### src/rtl/sysctl_cp_pkg.sv
// Package: shared constants and encodings for the system control coprocessor.
// Assumes: 32-bit data path; request and response codes fixed as listed here.
package sysctl_cp_pkg;
    localparam logic [31:0] CP_ID_WORD = 32'h41440110;

    typedef enum logic [1:0] {
        KIND_WRITE  = 2'd0,
        KIND_READ   = 2'd1,
        KIND_MEMXFR = 2'd2,
        KIND_DATAOP = 2'd3
    } req_kind_t;

    typedef enum logic [1:0] {
        RSP_IDLE = 2'd0,
        RSP_DONE = 2'd1,
        RSP_CANT = 2'd2
    } rsp_code_t;
endpackage

### src/rtl/sysctl_cp_regfile.sv
// Module: register storage with two write ports and two read ports.
// Register 0 has no storage and reads as the ID word. Register 1 resets to
// the value on reset_r1; others reset to zero. Port A wins over port B when
// both write the same register at one edge.
module sysctl_cp_regfile
    import sysctl_cp_pkg::*;
#(
    parameter int NREG = 8,
    parameter int W    = 32,
    localparam int IW  = $clog2(NREG)
) (
    input  logic          clk,
    input  logic          rst_n,
    input  logic [W-1:0]  reset_r1,
    input  logic          wa_en,
    input  logic [IW-1:0] wa_idx,
    input  logic [W-1:0]  wa_data,
    input  logic          wb_en,
    input  logic [IW-1:0] wb_idx,
    input  logic [W-1:0]  wb_data,
    input  logic [IW-1:0] ra_idx,
    output logic [W-1:0]  ra_data,
    input  logic [IW-1:0] rb_idx,
    output logic [W-1:0]  rb_data,
    output logic [W-1:0]  r1_q
);
    logic [W-1:0] view [NREG];

    for (genvar i = 0; i < NREG; i++) begin : g_reg
        if (i == 0) begin : g_id
            assign view[i] = CP_ID_WORD;
        end else begin : g_store
            logic [W-1:0] q;
            logic hit_a, hit_b;
            assign hit_a = wa_en && (wa_idx == IW'(i));
            assign hit_b = wb_en && (wb_idx == IW'(i));
            // Hold one register; reset, then port A, then port B.
            always_ff @(posedge clk) begin
                if (!rst_n)     q <= (i == 1) ? reset_r1 : '0;
                else if (hit_a) q <= wa_data;
                else if (hit_b) q <= wb_data;
            end
            assign view[i] = q;
        end
    end

    // Read muxes for both ports.
    always_comb begin
        ra_data = view[ra_idx];
        rb_data = view[rb_idx];
        r1_q    = view[1];
    end

    // port A keeps a same-index collision
    a_r11_port_a_wins: assert property (@(posedge clk) disable iff (!rst_n)
        (wa_en && wb_en && wa_idx == 1 && wb_idx == 1) |=> (r1_q == $past(wa_data)));
endmodule

### src/rtl/sysctl_cp_decode.sv
// Module: decodes instruction requests and registers the response.
// Assumes one request per cycle; a response appears the cycle after.
module sysctl_cp_decode
    import sysctl_cp_pkg::*;
#(
    parameter int NREG = 8,
    parameter int W    = 32,
    localparam int IW  = $clog2(NREG)
) (
    input  logic          clk,
    input  logic          rst_n,
    input  logic          req_valid,
    input  logic [1:0]    req_kind,
    input  logic [3:0]    req_sel,
    input  logic [W-1:0]  rd_data,
    output logic          wr_en,
    output logic [IW-1:0] sel_idx,
    output logic          rsp_valid,
    output logic [1:0]    rsp_code,
    output logic [W-1:0]  rsp_rdata
);
    req_kind_t kind;
    logic      unused_sel;

    // Register index and write enable from the request.
    always_comb begin
        kind       = req_kind_t'(req_kind);
        sel_idx    = req_sel[IW-1:0];
        unused_sel = ^req_sel;
        wr_en      = req_valid && (kind == KIND_WRITE);
    end

    // Response register: done for transfers, cannot for the rest.
    always_ff @(posedge clk) begin
        if (!rst_n) begin
            rsp_valid <= 1'b0;
            rsp_code  <= RSP_IDLE;
            rsp_rdata <= '0;
        end else begin
            rsp_valid <= req_valid;
            rsp_rdata <= '0;
            if (!req_valid) begin
                rsp_code <= RSP_IDLE;
            end else begin
                case (kind)
                    KIND_WRITE: rsp_code <= RSP_DONE;
                    KIND_READ: begin
                        rsp_code  <= RSP_DONE;
                        rsp_rdata <= rd_data;
                    end
                    default:   rsp_code <= RSP_CANT;
                endcase
            end
        end
    end

    // unhandled kinds answer cannot
    a_r8_cant: assert property (@(posedge clk) disable iff (!rst_n)
        (req_valid && req_kind[1]) |=> (rsp_valid && rsp_code == RSP_CANT && rsp_rdata == '0));
    // write transfer answers done with zero data
    a_r3_write_done: assert property (@(posedge clk) disable iff (!rst_n)
        (req_valid && req_kind == KIND_WRITE) |=> (rsp_code == RSP_DONE && rsp_rdata == '0));
    // idle cycle gives no response
    a_r4_idle: assert property (@(posedge clk) disable iff (!rst_n)
        !req_valid |=> (!rsp_valid && rsp_code == RSP_IDLE));
endmodule

### src/rtl/sysctl_cp_mode.sv
// Module: drives mode bits to the core and the mode-changed strobe.
// Assumes r1_write is high in the cycle whose edge writes register 1.
module sysctl_cp_mode (
    input  logic       clk,
    input  logic       rst_n,
    input  logic       r1_write,
    input  logic [3:0] mode_bits,
    output logic       mode_prog32,
    output logic       mode_data32,
    output logic       mode_lateabt,
    output logic       mode_bigend,
    output logic       mode_changed
);
    // Map stored bits 7:4 onto the four mode outputs.
    always_comb begin
        mode_prog32  = mode_bits[0];
        mode_data32  = mode_bits[1];
        mode_lateabt = mode_bits[2];
        mode_bigend  = mode_bits[3];
    end

    // Strobe for one cycle after each register 1 write.
    always_ff @(posedge clk) begin
        if (!rst_n) mode_changed <= 1'b0;
        else        mode_changed <= r1_write;
    end

    // mode outputs hold when register 1 is not written
    a_r6_mode_stable: assert property (@(posedge clk) disable iff (!rst_n)
        !r1_write |=> $stable({mode_bigend, mode_lateabt, mode_data32, mode_prog32}));
    // strobe drops unless another write follows
    a_r7_one_cycle: assert property (@(posedge clk) disable iff (!rst_n)
        (mode_changed && !r1_write) |=> !mode_changed);
endmodule

### src/rtl/sysctl_cp.sv
// Module: system control coprocessor top. Joins the request decoder, the
// register file and the mode driver, and adds the debug port.
// Assumes synchronous active-low reset; debug reads are combinational.
module sysctl_cp
    import sysctl_cp_pkg::*;
#(
    parameter int NREG = 8,
    parameter int W    = 32,
    localparam int IW  = $clog2(NREG)
) (
    input  logic         clk,
    input  logic         rst_n,
    input  logic         core_prog32_in,
    input  logic         core_data32_in,
    input  logic         core_lateabt_in,
    input  logic         core_bigend_in,
    input  logic         req_valid,
    input  logic [1:0]   req_kind,
    input  logic [31:0]  req_instr,
    input  logic [W-1:0] req_wdata,
    output logic         rsp_valid,
    output logic [1:0]   rsp_code,
    output logic [W-1:0] rsp_rdata,
    input  logic         dbg_wr,
    input  logic [3:0]   dbg_idx,
    input  logic [W-1:0] dbg_wdata,
    output logic [W-1:0] dbg_rdata,
    output logic         mode_prog32,
    output logic         mode_data32,
    output logic         mode_lateabt,
    output logic         mode_bigend,
    output logic         mode_changed
);
    logic          ins_wr;
    logic [IW-1:0] ins_idx;
    logic [W-1:0]  ins_rd;
    logic          dbg_in_range;
    logic          dbg_we;
    logic [IW-1:0] dbg_sel;
    logic [W-1:0]  dbg_rd;
    logic [W-1:0]  reset_r1;
    logic [W-1:0]  r1_q;
    logic          r1_write;
    logic          unused_instr;

    // Debug range check, reset image and register 1 write detect.
    always_comb begin
        dbg_in_range = (32'(dbg_idx) < NREG);
        dbg_we       = dbg_wr && dbg_in_range;
        dbg_sel      = dbg_idx[IW-1:0];
        dbg_rdata    = dbg_in_range ? dbg_rd : '0;
        reset_r1     = '0;
        reset_r1[7:4] = {core_bigend_in, core_lateabt_in, core_data32_in, core_prog32_in};
        r1_write     = (ins_wr && ins_idx == IW'(1)) || (dbg_we && dbg_sel == IW'(1));
        unused_instr = ^{req_instr[31:20], req_instr[15:0]};
    end

    sysctl_cp_decode #(.NREG(NREG), .W(W)) u_decode (
        .clk       (clk),
        .rst_n     (rst_n),
        .req_valid (req_valid),
        .req_kind  (req_kind),
        .req_sel   (req_instr[19:16]),
        .rd_data   (ins_rd),
        .wr_en     (ins_wr),
        .sel_idx   (ins_idx),
        .rsp_valid (rsp_valid),
        .rsp_code  (rsp_code),
        .rsp_rdata (rsp_rdata)
    );

    sysctl_cp_regfile #(.NREG(NREG), .W(W)) u_regs (
        .clk      (clk),
        .rst_n    (rst_n),
        .reset_r1 (reset_r1),
        .wa_en    (ins_wr),
        .wa_idx   (ins_idx),
        .wa_data  (req_wdata),
        .wb_en    (dbg_we),
        .wb_idx   (dbg_sel),
        .wb_data  (dbg_wdata),
        .ra_idx   (ins_idx),
        .ra_data  (ins_rd),
        .rb_idx   (dbg_sel),
        .rb_data  (dbg_rd),
        .r1_q     (r1_q)
    );

    sysctl_cp_mode u_mode (
        .clk          (clk),
        .rst_n        (rst_n),
        .r1_write     (r1_write),
        .mode_bits    (r1_q[7:4]),
        .mode_prog32  (mode_prog32),
        .mode_data32  (mode_data32),
        .mode_lateabt (mode_lateabt),
        .mode_bigend  (mode_bigend),
        .mode_changed (mode_changed)
    );

    // debug read of index 0 gives the ID word
    a_r5_dbg_id: assert property (@(posedge clk) disable iff (!rst_n)
        (dbg_idx == 4'd0) |-> (dbg_rdata == CP_ID_WORD));
    // out-of-range debug reads return zero
    a_r9_dbg_range: assert property (@(posedge clk) disable iff (!rst_n)
        dbg_idx[3] |-> (dbg_rdata == '0));
    // a register 1 write raises the strobe next cycle
    a_r7_strobe: assert property (@(posedge clk) disable iff (!rst_n)
        r1_write |=> mode_changed);
    // instruction write to register 1 shows on the mode pins
    a_r6_mode_follow: assert property (@(posedge clk) disable iff (!rst_n)
        (req_valid && req_kind == 2'd0 && req_instr[18:16] == 3'd1) |=>
        ({mode_bigend, mode_lateabt, mode_data32, mode_prog32} == $past(req_wdata[7:4])));
endmodule

### config.mk
export PLATFORM = sky130hd
export DESIGN_NAME = sysctl_cp
export DESIGN_NICKNAME = d
export VERILOG_FILES = /design/src/rtl/sysctl_cp_pkg.sv /design/src/rtl/sysctl_cp_regfile.sv /design/src/rtl/sysctl_cp_decode.sv /design/src/rtl/sysctl_cp_mode.sv /design/src/rtl/sysctl_cp.sv
export SDC_FILE = /design/constraint.sdc
export NUM_CORES = 1
export LEC_CHECK = 0
export BUFFER_PORTS_ARGS = -buffer_cell sky130_fd_sc_hd__buf_2
export CAP_MARGIN = 20
export CORE_MARGIN = 2
export CORE_UTILIZATION = 40
export CTS_CLUSTER_DIAMETER = 100
export DETAILED_ROUTE_END_ITERATION = 8
export PLACE_DENSITY = 0.69
export SETUP_SLACK_MARGIN = 0.2
export SKIP_LAST_GASP = 1
export SLEW_MARGIN = 5
export SYNTH_ARGS = -nofsm -noshare
export SYNTH_HDL_FRONTEND = slang
export SYNTH_SLANG_ARGS = --single-unit
### constraint.sdc
create_clock -name clk -period 1.92 [get_ports clk]
set_input_delay 0 -clock clk [delete_from_list [all_inputs] [get_ports clk]]
set_output_delay 0 -clock clk [all_outputs]
set_load 0.1 [all_outputs]
# After elaboration in Yosys (flattened, before gate mapping)
# Index checks and enable logic that the tools add are counted.
word_totals:
  ff_bits: 260
  input_bits: 110
  out_inout_bits: 72
classes:
  magnitude_cmp: 3
  eq_ne: 16
  mux: 23
  n_bitwise: 2
  reduce_logical: 28
op_table:
  columns: ["cell", "n"]
  rows:
  - ["32-bit 2-to-1 mux", 19]
  - ["32-bit binary-select mux with 3-bit select", 2]
  - ["3-bit equality test, second input constant", 8]
  - ["1-bit logical AND", 16]
  - ["2-bit nonzero test", 7]
  - ["3-bit by 2-bit equality test with 1-bit output, second input constant", 4]
  - ["4-bit >= comparator, second input constant", 2]
  - ["8-bit 2-to-1 mux", 1]
  - ["3-bit inverter with 4-bit output", 2]
  - ["3-bit by 1-bit equality test with 1-bit output, second input constant", 2]
  - ["4-bit less-than comparator, second input constant", 1]
  - ["3-bit by 1-bit != test with 1-bit output, second input constant", 1]
  - ["3-bit AND reduction", 1]
  - ["2-bit by 1-bit equality test with 1-bit output, second input constant", 1]
  - ["2-bit logical NOT", 1]
  - ["2-bit 2-to-1 mux", 1]
  - ["2-bit AND reduction", 1]
  - ["2-bit OR reduction", 1]
  - ["1-bit logical OR", 1]

# Longest topological paths before layout
# Gate-level depths: netlist of run 1.
logic_depth:
  word_depth: 6
  depth_mapped: 7
  mapped_depth_nobuf: 3

# By module
# From an unflattened synthesis of run 1, not the netlist that was laid out.
unflattened:
  cells_unflattened: 1722
  hier_area_um2: 14736.6
modules_own_cells:
  columns: ["module", "n_inst", "cells_per_inst", "area_each_um2", "seq_area_each_um2"]
  rows:
  - ["sysctl_cp_regfile", 1, 1598, 13422.9, 4804.6]
  - ["sysctl_cp_decode", 1, 78, 1009.7, 700.7]
  - ["sysctl_cp", 1, 40, 247.7, 0.0]
  - ["sysctl_cp_mode", 1, 6, 56.3, 20.0]

# Worst setup path after synthesis of run 1
# No wires, ideal clock.
synth_timing:
  kind: "reg-to-output"
  startpoint: "register u_regs.g_reg[1].g_store.q[5] (netlist: u_regs.r1_q[5])"
  endpoint: "output dbg_rdata[5]"
  arrival_ns: 3.223
  slack_ns: -1.303
  stages_incl_launch_ff: 3
  n_path_buf: 0
  path_cell_list: "edfxtp_1 -> a221oi_1 -> nor3_1"
synth_between:
  elab_chain_cells: 4
synth_rtl:
  columns: ["element", "line_no", "source"]
  rows:
  - ["from (decl)", "sysctl_cp_regfile.sv:33", "logic [W-1:0] q;"]
  - ["from (signal assigned)", "sysctl_cp_regfile.sv:39", "if (!rst_n) q <= (i == 1) ? reset_r1 : '0;"]
  - ["from (signal assigned)", "sysctl_cp_regfile.sv:40", "else if (hit_a) q <= wa_data;"]
  - ["from (signal assigned)", "sysctl_cp_regfile.sv:41", "else if (hit_b) q <= wb_data;"]
  - ["32-bit binary-select mux with 3-bit select", "sysctl_cp_regfile.sv:50", "rb_data = view[rb_idx];"]
  - ["32-bit 2-to-1 mux (not written as such) (2 in a row)", "sysctl_cp_regfile.sv:50", null]
  - ["32-bit 2-to-1 mux", "sysctl_cp.sv:51", "dbg_rdata = dbg_in_range ? dbg_rd : '0;"]
  - ["to (decl)", "sysctl_cp.sv:27", "output logic [W-1:0] dbg_rdata,"]
# No other way between the ends. The select of a mux whose other input is x is not followed.

# Final worst setup path of run 1
layout_timing:
  startpoint: "register u_regs.g_reg[7].g_store.q[18]"
  endpoint: "output dbg_rdata[18]"
layout_between:
  elab_chain_cells: 4
layout_rtl:
  columns: ["element", "line_no"]
  rows:
  - ["from (decl)", "sysctl_cp_regfile.sv:33"]
  - ["from (signal assigned)", "sysctl_cp_regfile.sv:39"]
  - ["from (signal assigned)", "sysctl_cp_regfile.sv:40"]
  - ["from (signal assigned)", "sysctl_cp_regfile.sv:41"]
  - ["32-bit binary-select mux with 3-bit select", "sysctl_cp_regfile.sv:50"]
  - ["32-bit 2-to-1 mux (not written as such) (2 in a row)", "sysctl_cp_regfile.sv:50"]
  - ["32-bit 2-to-1 mux", "sysctl_cp.sv:51"]
# No other way between the ends. The select of a mux whose other input is x is not followed.

==> results of run 1 <==
## state kept, by name (all words and copies together) (netlist names)
register             flops
u_regs.g.g_store.q     192
u_decode.rsp_rdata      32
u_regs.r1_q             32
u_decode.rsp_code        2
u_decode.rsp_valid       1
u_mode.mode_changed      1
## what timing repair did
action	4_1_cts	5_1_grt
cloned	0	1
endpoints found under the hold margin	235	0
gates resized for setup	138	50
hold buffers	108	0
buffers inserted	18	5
setup endpoints to repair	32	33
pin swaps	17	9
## path summary, 6_finish.rpt
kind	endpoint	slack, ps	cells after the start
max reg2reg	u_regs.g_reg[2].g_store.q[9]$_SDFFE_PN0P_	570	4
min reg2reg	u_regs.g_reg[5].g_store.q[30]$_SDFFE_PN0P_	500	2
min	u_regs.r1_q[18]$_SDFFE_PN0P_	60	4
max	dbg_rdata[18]	110	4
## routing by layer
layer | wire length (microns) | GRT usage | part of all wire | vias up
li1 | - | - | - | 7575
met4 | 3900 | 0.182 | 0.057 | 0
met5 | 0 | 0 | 0 | -
met3 | 9290 | 0.0764 | 0.14 | 321
met2 | 30300 | 0.489 | 0.44 | 1638
met1 | 25200 | 0.408 | 0.37 | 8760
## layout make-up
type | instances | share of cell area
Multi-Input combinational cell | 1355 | 0.498
Sequential cell | 260 | 0.250
Timing Repair Buffer | 399 | 0.176
Clock buffer | 41 | 0.0395
Tap cell | 525 | 0.0309
Clock inverter | 8 | 0.00470
Antenna cell | 5 | 0.000588
## placed cells by master (no fill, tap or decap), types with 67 or more instances in the layout
cell	instances
a31oi_1	224
buf_2	114
buf_4	114
dfxtp_1	189
dfxtp_2	67
dlygate4sd3_1	108
mux2_2	73
nand2_1	190
o21ai_0	224
o31ai_1	192
## power groups by stage
stage          clock network (W)  logic (W)  registers (W)
2_1_floorplan                  0    0.00155        0.00586
5_1_grt                  0.00596    0.00318        0.00565
3_5_place_dp                   0    0.00268        0.00575
4_1_cts                  0.00572    0.00295        0.00563
3_3_place_gp                   0    0.00265        0.00574
6_report                 0.00575    0.00308        0.00564
## through the flow
step	worst slack, ps	util	instances	hold WS, ps
floorplan	-103	-	1869	127
global placement	82.1	0.465	2407	312
finish	108	0.538	2593	55.2
CTS	93.9	0.532	2582	29.6
global route	82.1	0.538	2592	92.4
detailed placement	83.4	0.465	2407	311
## cells by family (layout without fill, tap and decap cells)
family                 Yosys count  count (layout)  synth area share
AOI/OAI and AO/OA              739             739             0.308
buffers and inverters          254             448            0.0672
DFF                            260             260             0.328
muxes                          134             134             0.135
other                            0               5                 0
and+or+nand+nor                482             482             0.162
## critical path: stages (launching register included)
cell	delay (ps)
dfxtp_2	330
mux4_2	490
nor2b_4	140
nor3_4	70
buf_12	190
==> metrics, run 1 <==
RSZ-0062 raised after global routing=yes; synthesized area=0.0160 sq mm; layout cells sized above 1=0.326; Least-Margin Pin Slew=953 ps; GP Congestion=0.873; endpoints failing setup=0; Tot Pwr=0.0145 W; worst skew pair latency=580 ps; placed instance area=0.0184 sq mm; clk_skew=9.85 ps; CTS max path bufs=3; VDD IR max=0.583 mV; antenna-violating nets left=0; Worst EP arrival=1810 ps; most frequent cell after synthesis=dfxtp_1; post-synth cell types=35; post-synth top area share=0.321; initial DRC count=2844; initial antenna violation count=5; critical path class=register to output pin; WL/cell=26.5 microns; NetSw=0.00453 W; Yosys Warn Count=0; FF-to-FF Start=u_regs.g_reg[2].g_store.q[9]$_SDFFE_PN0P_; multi-input gate area in the final layout=0.0106 sq mm; Worst Path Required=1920 ps; hold path start=dbg_idx[2]; first-pass iteration count of the detailed router=6; min Tclk post-route=1810 ps; CTS tree=built; DP HPWL=38600 microns; crit share post-route=0.944; Comb power frac=0.213; count of state elements after synthesis=260; Fill cells=3434; Area growth, synth to finish=33.1%; I/O Buffers=152; grt total ovfl=0; fmax=552 MHz; gr usage total=0.318; Worst-path clk slew=70 ps; via count=18300; Final Cell Area=0.0213 sq mm; status=finished clean; Die H=204 microns; number of synthesized flops with an enable pin=4; Pint=0.00994 W; row count=73; Clock Sinks=260; critical path startpoint=u_regs.g_reg[7].g_store.q[18]$_SDFFE_PN0P_; Max Transition Viols Final=0; Commonest cells post-synth=256 x dfxtp_1, 224 x a31oi_1, 224 x o21ai_0, 194 x clkbuf_1, 192 x o31ai_1; sequential power share=0.390; HP Class=input pin to register; H-tree levels=1; number of remaining DRC errors=0; Yosys top cell by area=dfxtp_1; syn_area_per_cell=8.55 sq um; clock tree root buffer cell=clkbuf_16; relative slew slack=0.365; LEAKAGE=7.77 nW; largest net degree at the start of global routing=129; total negative slack=0 ps; Clock Power Share=0.397; Syn Nets=1979; DRT Wirelength=68600 microns; CP startpoint kind=register; Max-cap violations=0; PwrDens=680 mW/mm^2; die width=204 microns; Synth area leaders=dfxtp_1 32%, o31ai_1 9.0%, a31oi_1 8.8%; Initial Utilization=0.404; Post-synth ARST share=0; Layout Nets=2155; total CTS buffers=29; crit end category=output pin; Hold Violations, Final=0; Die Area=0.0416 sq mm; top_reg_cell synth=dfxtp_1; mean number of vias per cell=7.06; Switching Fraction=0.313; Syn Inst Count=1869; crit path max fanout=3; Core Footprint=0.0395 sq mm; io pins=182; register area share after synthesis=0.328; Seq. cell area=0.00533 sq mm; vias in the first global route=17600; first-pass GRT wire length=104000 microns
Power figures use the tool's default switching activity.
==> run 2: changes to the inputs <==
==> constraint.sdc (replaced) <==
create_clock -name clk -period 1.92 [get_ports clk]
set_input_delay 0 -clock clk [delete_from_list [all_inputs] [get_ports clk]]
set_output_delay 0 -clock clk [all_outputs]
set_load 0.01 [all_outputs]
==> metrics, run 2 (synthesis gave the netlist of run 1 again) <==
status=finished clean (unchanged); total negative slack=0 ps (unchanged); WL/cell=26.1 microns (was 26.5 microns); HP Class=input pin to register (unchanged); GP Congestion=0.851 (was 0.873); io pins=182 (unchanged); Initial Utilization=0.404 (unchanged); row count=73 (unchanged); Max-cap violations=0 (unchanged); min Tclk post-route=1870 ps (was 1810 ps); mean number of vias per cell=6.92 (was 7.06); critical path class=register to output pin (unchanged); crit share post-route=0.972 (was 0.944); Least-Margin Pin Slew=936 ps (was 953 ps); FF-to-FF Start=u_regs.g_reg[2].g_store.q[28]$_SDFFE_PN0P_ (was u_regs.g_reg[2].g_store.q[9]$_SDFFE_PN0P_); CP startpoint kind=register (unchanged); LEAKAGE=7.15 nW (was 7.77 nW); I/O Buffers=152 (unchanged); endpoints failing setup=0 (unchanged); fmax=536 MHz (was 552 MHz); Min Hold Slack=91.8 ps (was 55.2 ps); sequential power share=0.398 (was 0.390); Area growth, synth to finish=23.6% (was 33.1%); Final Non-Filler Cells=2553 (was 2593); Layout Nets=2113 (was 2155); clk_skew=11.8 ps (was 9.85 ps); H-tree levels=1 (unchanged); CTS max path bufs=3 (unchanged); initial antenna violation count=3 (was 5); worst skew pair latency=580 ps (about the same); die width=204 microns (unchanged); Hold Violations, Final=0 (unchanged); relative slew slack=0.376 (was 0.365); antenna-violating nets left=0 (unchanged); number of remaining DRC errors=0 (unchanged); first-pass iteration count of the detailed router=6 (unchanged); critical path startpoint=u_regs.g_reg[7].g_store.q[8]$_SDFFE_PN0P_ (was u_regs.g_reg[7].g_store.q[18]$_SDFFE_PN0P_); DR top layer=met4 (unchanged); Die Area=0.0416 sq mm (unchanged); Max Transition Viols Final=0 (unchanged); layout cells sized above 1=0.261 (was 0.326); PwrDens=717 mW/mm^2 (was 680 mW/mm^2); Worst EP arrival=1870 ps (was 1810 ps); Switching Fraction=0.283 (was 0.313); NetSw=0.00400 W (was 0.00453 W); initial DRC count=2497 (was 2844); Core Footprint=0.0395 sq mm (unchanged); Pint=0.0102 W (was 0.00994 W); crit path max fanout=2 (was 3); first-pass GRT wire length=101000 microns (was 104000 microns); WL met1=25100 microns (was 25200 microns); commonest non-fill, non-tap cells in the layout=224 x a31oi_1, 224 x o21ai_0, 224 x dfxtp_1 (was 224 x a31oi_1, 224 x o21ai_0, 192 x o31ai_1); RSZ-0062 raised after global routing=yes (unchanged); gr usage total=0.308 (was 0.318); Biggest register=u_regs.g.g_store.q (unchanged); clock tree root buffer cell=clkbuf_16 (unchanged); Clock Power Share=0.436 (was 0.397); CTS tree=built (unchanged); Worst-path clk slew=60 ps (was 70 ps); Clock Sinks=260 (unchanged); crit end category=output pin (unchanged); VDD IR max=0.709 mV (was 0.583 mV); DP HPWL=37200 microns (was 38600 microns); Routed met3 length=8390 microns (was 9290 microns); vias in the first global route=17200 (was 17600); hold path start=dbg_idx[2] (unchanged); Comb power frac=0.165 (was 0.213); DRT Wirelength=66500 microns (was 68600 microns); largest net degree at the start of global routing=129 (unchanged); grt total ovfl=0 (unchanged); total CTS buffers=30 (was 29); via count=17700 (was 18300); max reg flops=192 (unchanged); DR WL met2=29700 microns (was 30300 microns); placed instance area=0.0174 sq mm (was 0.0184 sq mm); Worst Path Required=1920 ps (about the same); Final Cell Area=0.0198 sq mm (was 0.0213 sq mm); Tot Pwr=0.0142 W (was 0.0145 W); Die H=204 microns (unchanged); Placed Cells=2385 (was 2407)
## run 2: cell types whose count changed in the layout (fill, tap and decap cells not counted), moves of 9 or more
| cell | previous run | this run |
|---|---|---|
| buf_4 | 114 | 76 |
| dfxtp_1 | 189 | 224 |
| buf_12 | 59 | 26 |
| a221oi_1 | 26 | 43 |
| nor3_1 | 32 | 58 |
| nor2b_4 | 30 | 0 |
| buf_2 | 114 | 144 |
| dfxtp_2 | 67 | 32 |
| a221oi_2 | 18 | 9 |
| nor2b_1 | 28 | 54 |
| nor3_4 | 32 | 0 |
## run 2: final cells by class
cell class / count / area (sq um)
repair buffers: 356 / 2920
flip-flops and latches: 260 / 5290
diodes: 2 / 5.00
clock buffers: 49 / 945
well taps: 525 / 657
multi-input cells: 1355 / 9850
fillers: 3625 / 19800
clock inverters: 6 / 105
## run 2: power groups by stage
stage               Clock [W]  Combinational (W)  Sequential, W
floorplan                   0            0.00123        0.00573
global placement            0            0.00205        0.00574
detailed placement          0            0.00208        0.00575
CTS                   0.00622            0.00225        0.00563
global route          0.00646            0.00244        0.00565
finish                0.00618            0.00234        0.00564
## run 2: metrics by stage
stage               setup WS (ps)  utilization
floorplan                     485            -
CTS                          71.4        0.497
global placement              241        0.441
detailed placement            239        0.441
global route                 37.2        0.500
finish                       54.0        0.500
## run 2: critical path: stages (launching register included)
cell     delay (ps)
dfxtp_2         330
mux4_2          470
nor2b_2         140
nor3_2           60
buf_4           170
buf_6           120
## run 2: layer usage
metal	global-route usage	up-vias
met5	0	-
met2	0.470	1500
li1	-	7498
met4	0.182	0
met1	0.398	8417
met3	0.0714	254
## run 2: worst paths after layout
| path | end | slack (ps) | depth (start not counted) |
|---|---|---|---|
| max | dbg_rdata[8] | 50 | 5 |
| min | u_regs.g_reg[3].g_store.q[4]$_SDFFE_PN0P_ | 90 | 4 |
| min reg2reg | u_regs.g_reg[7].g_store.q[16]$_SDFFE_PN0P_ | 500 | 2 |
| max reg2reg | u_regs.g_reg[2].g_store.q[28]$_SDFFE_PN0P_ | 570 | 3 |
## run 2: repair_timing
action / in CTS / in global routing
hold buffers: 106 / 0
setup endpoints to repair: 25 / 32
gates resized for setup: 25 / 31
endpoints found under the hold margin: 228 / 0
pin swaps: 5 / 7
setup buffers: 3 / 2
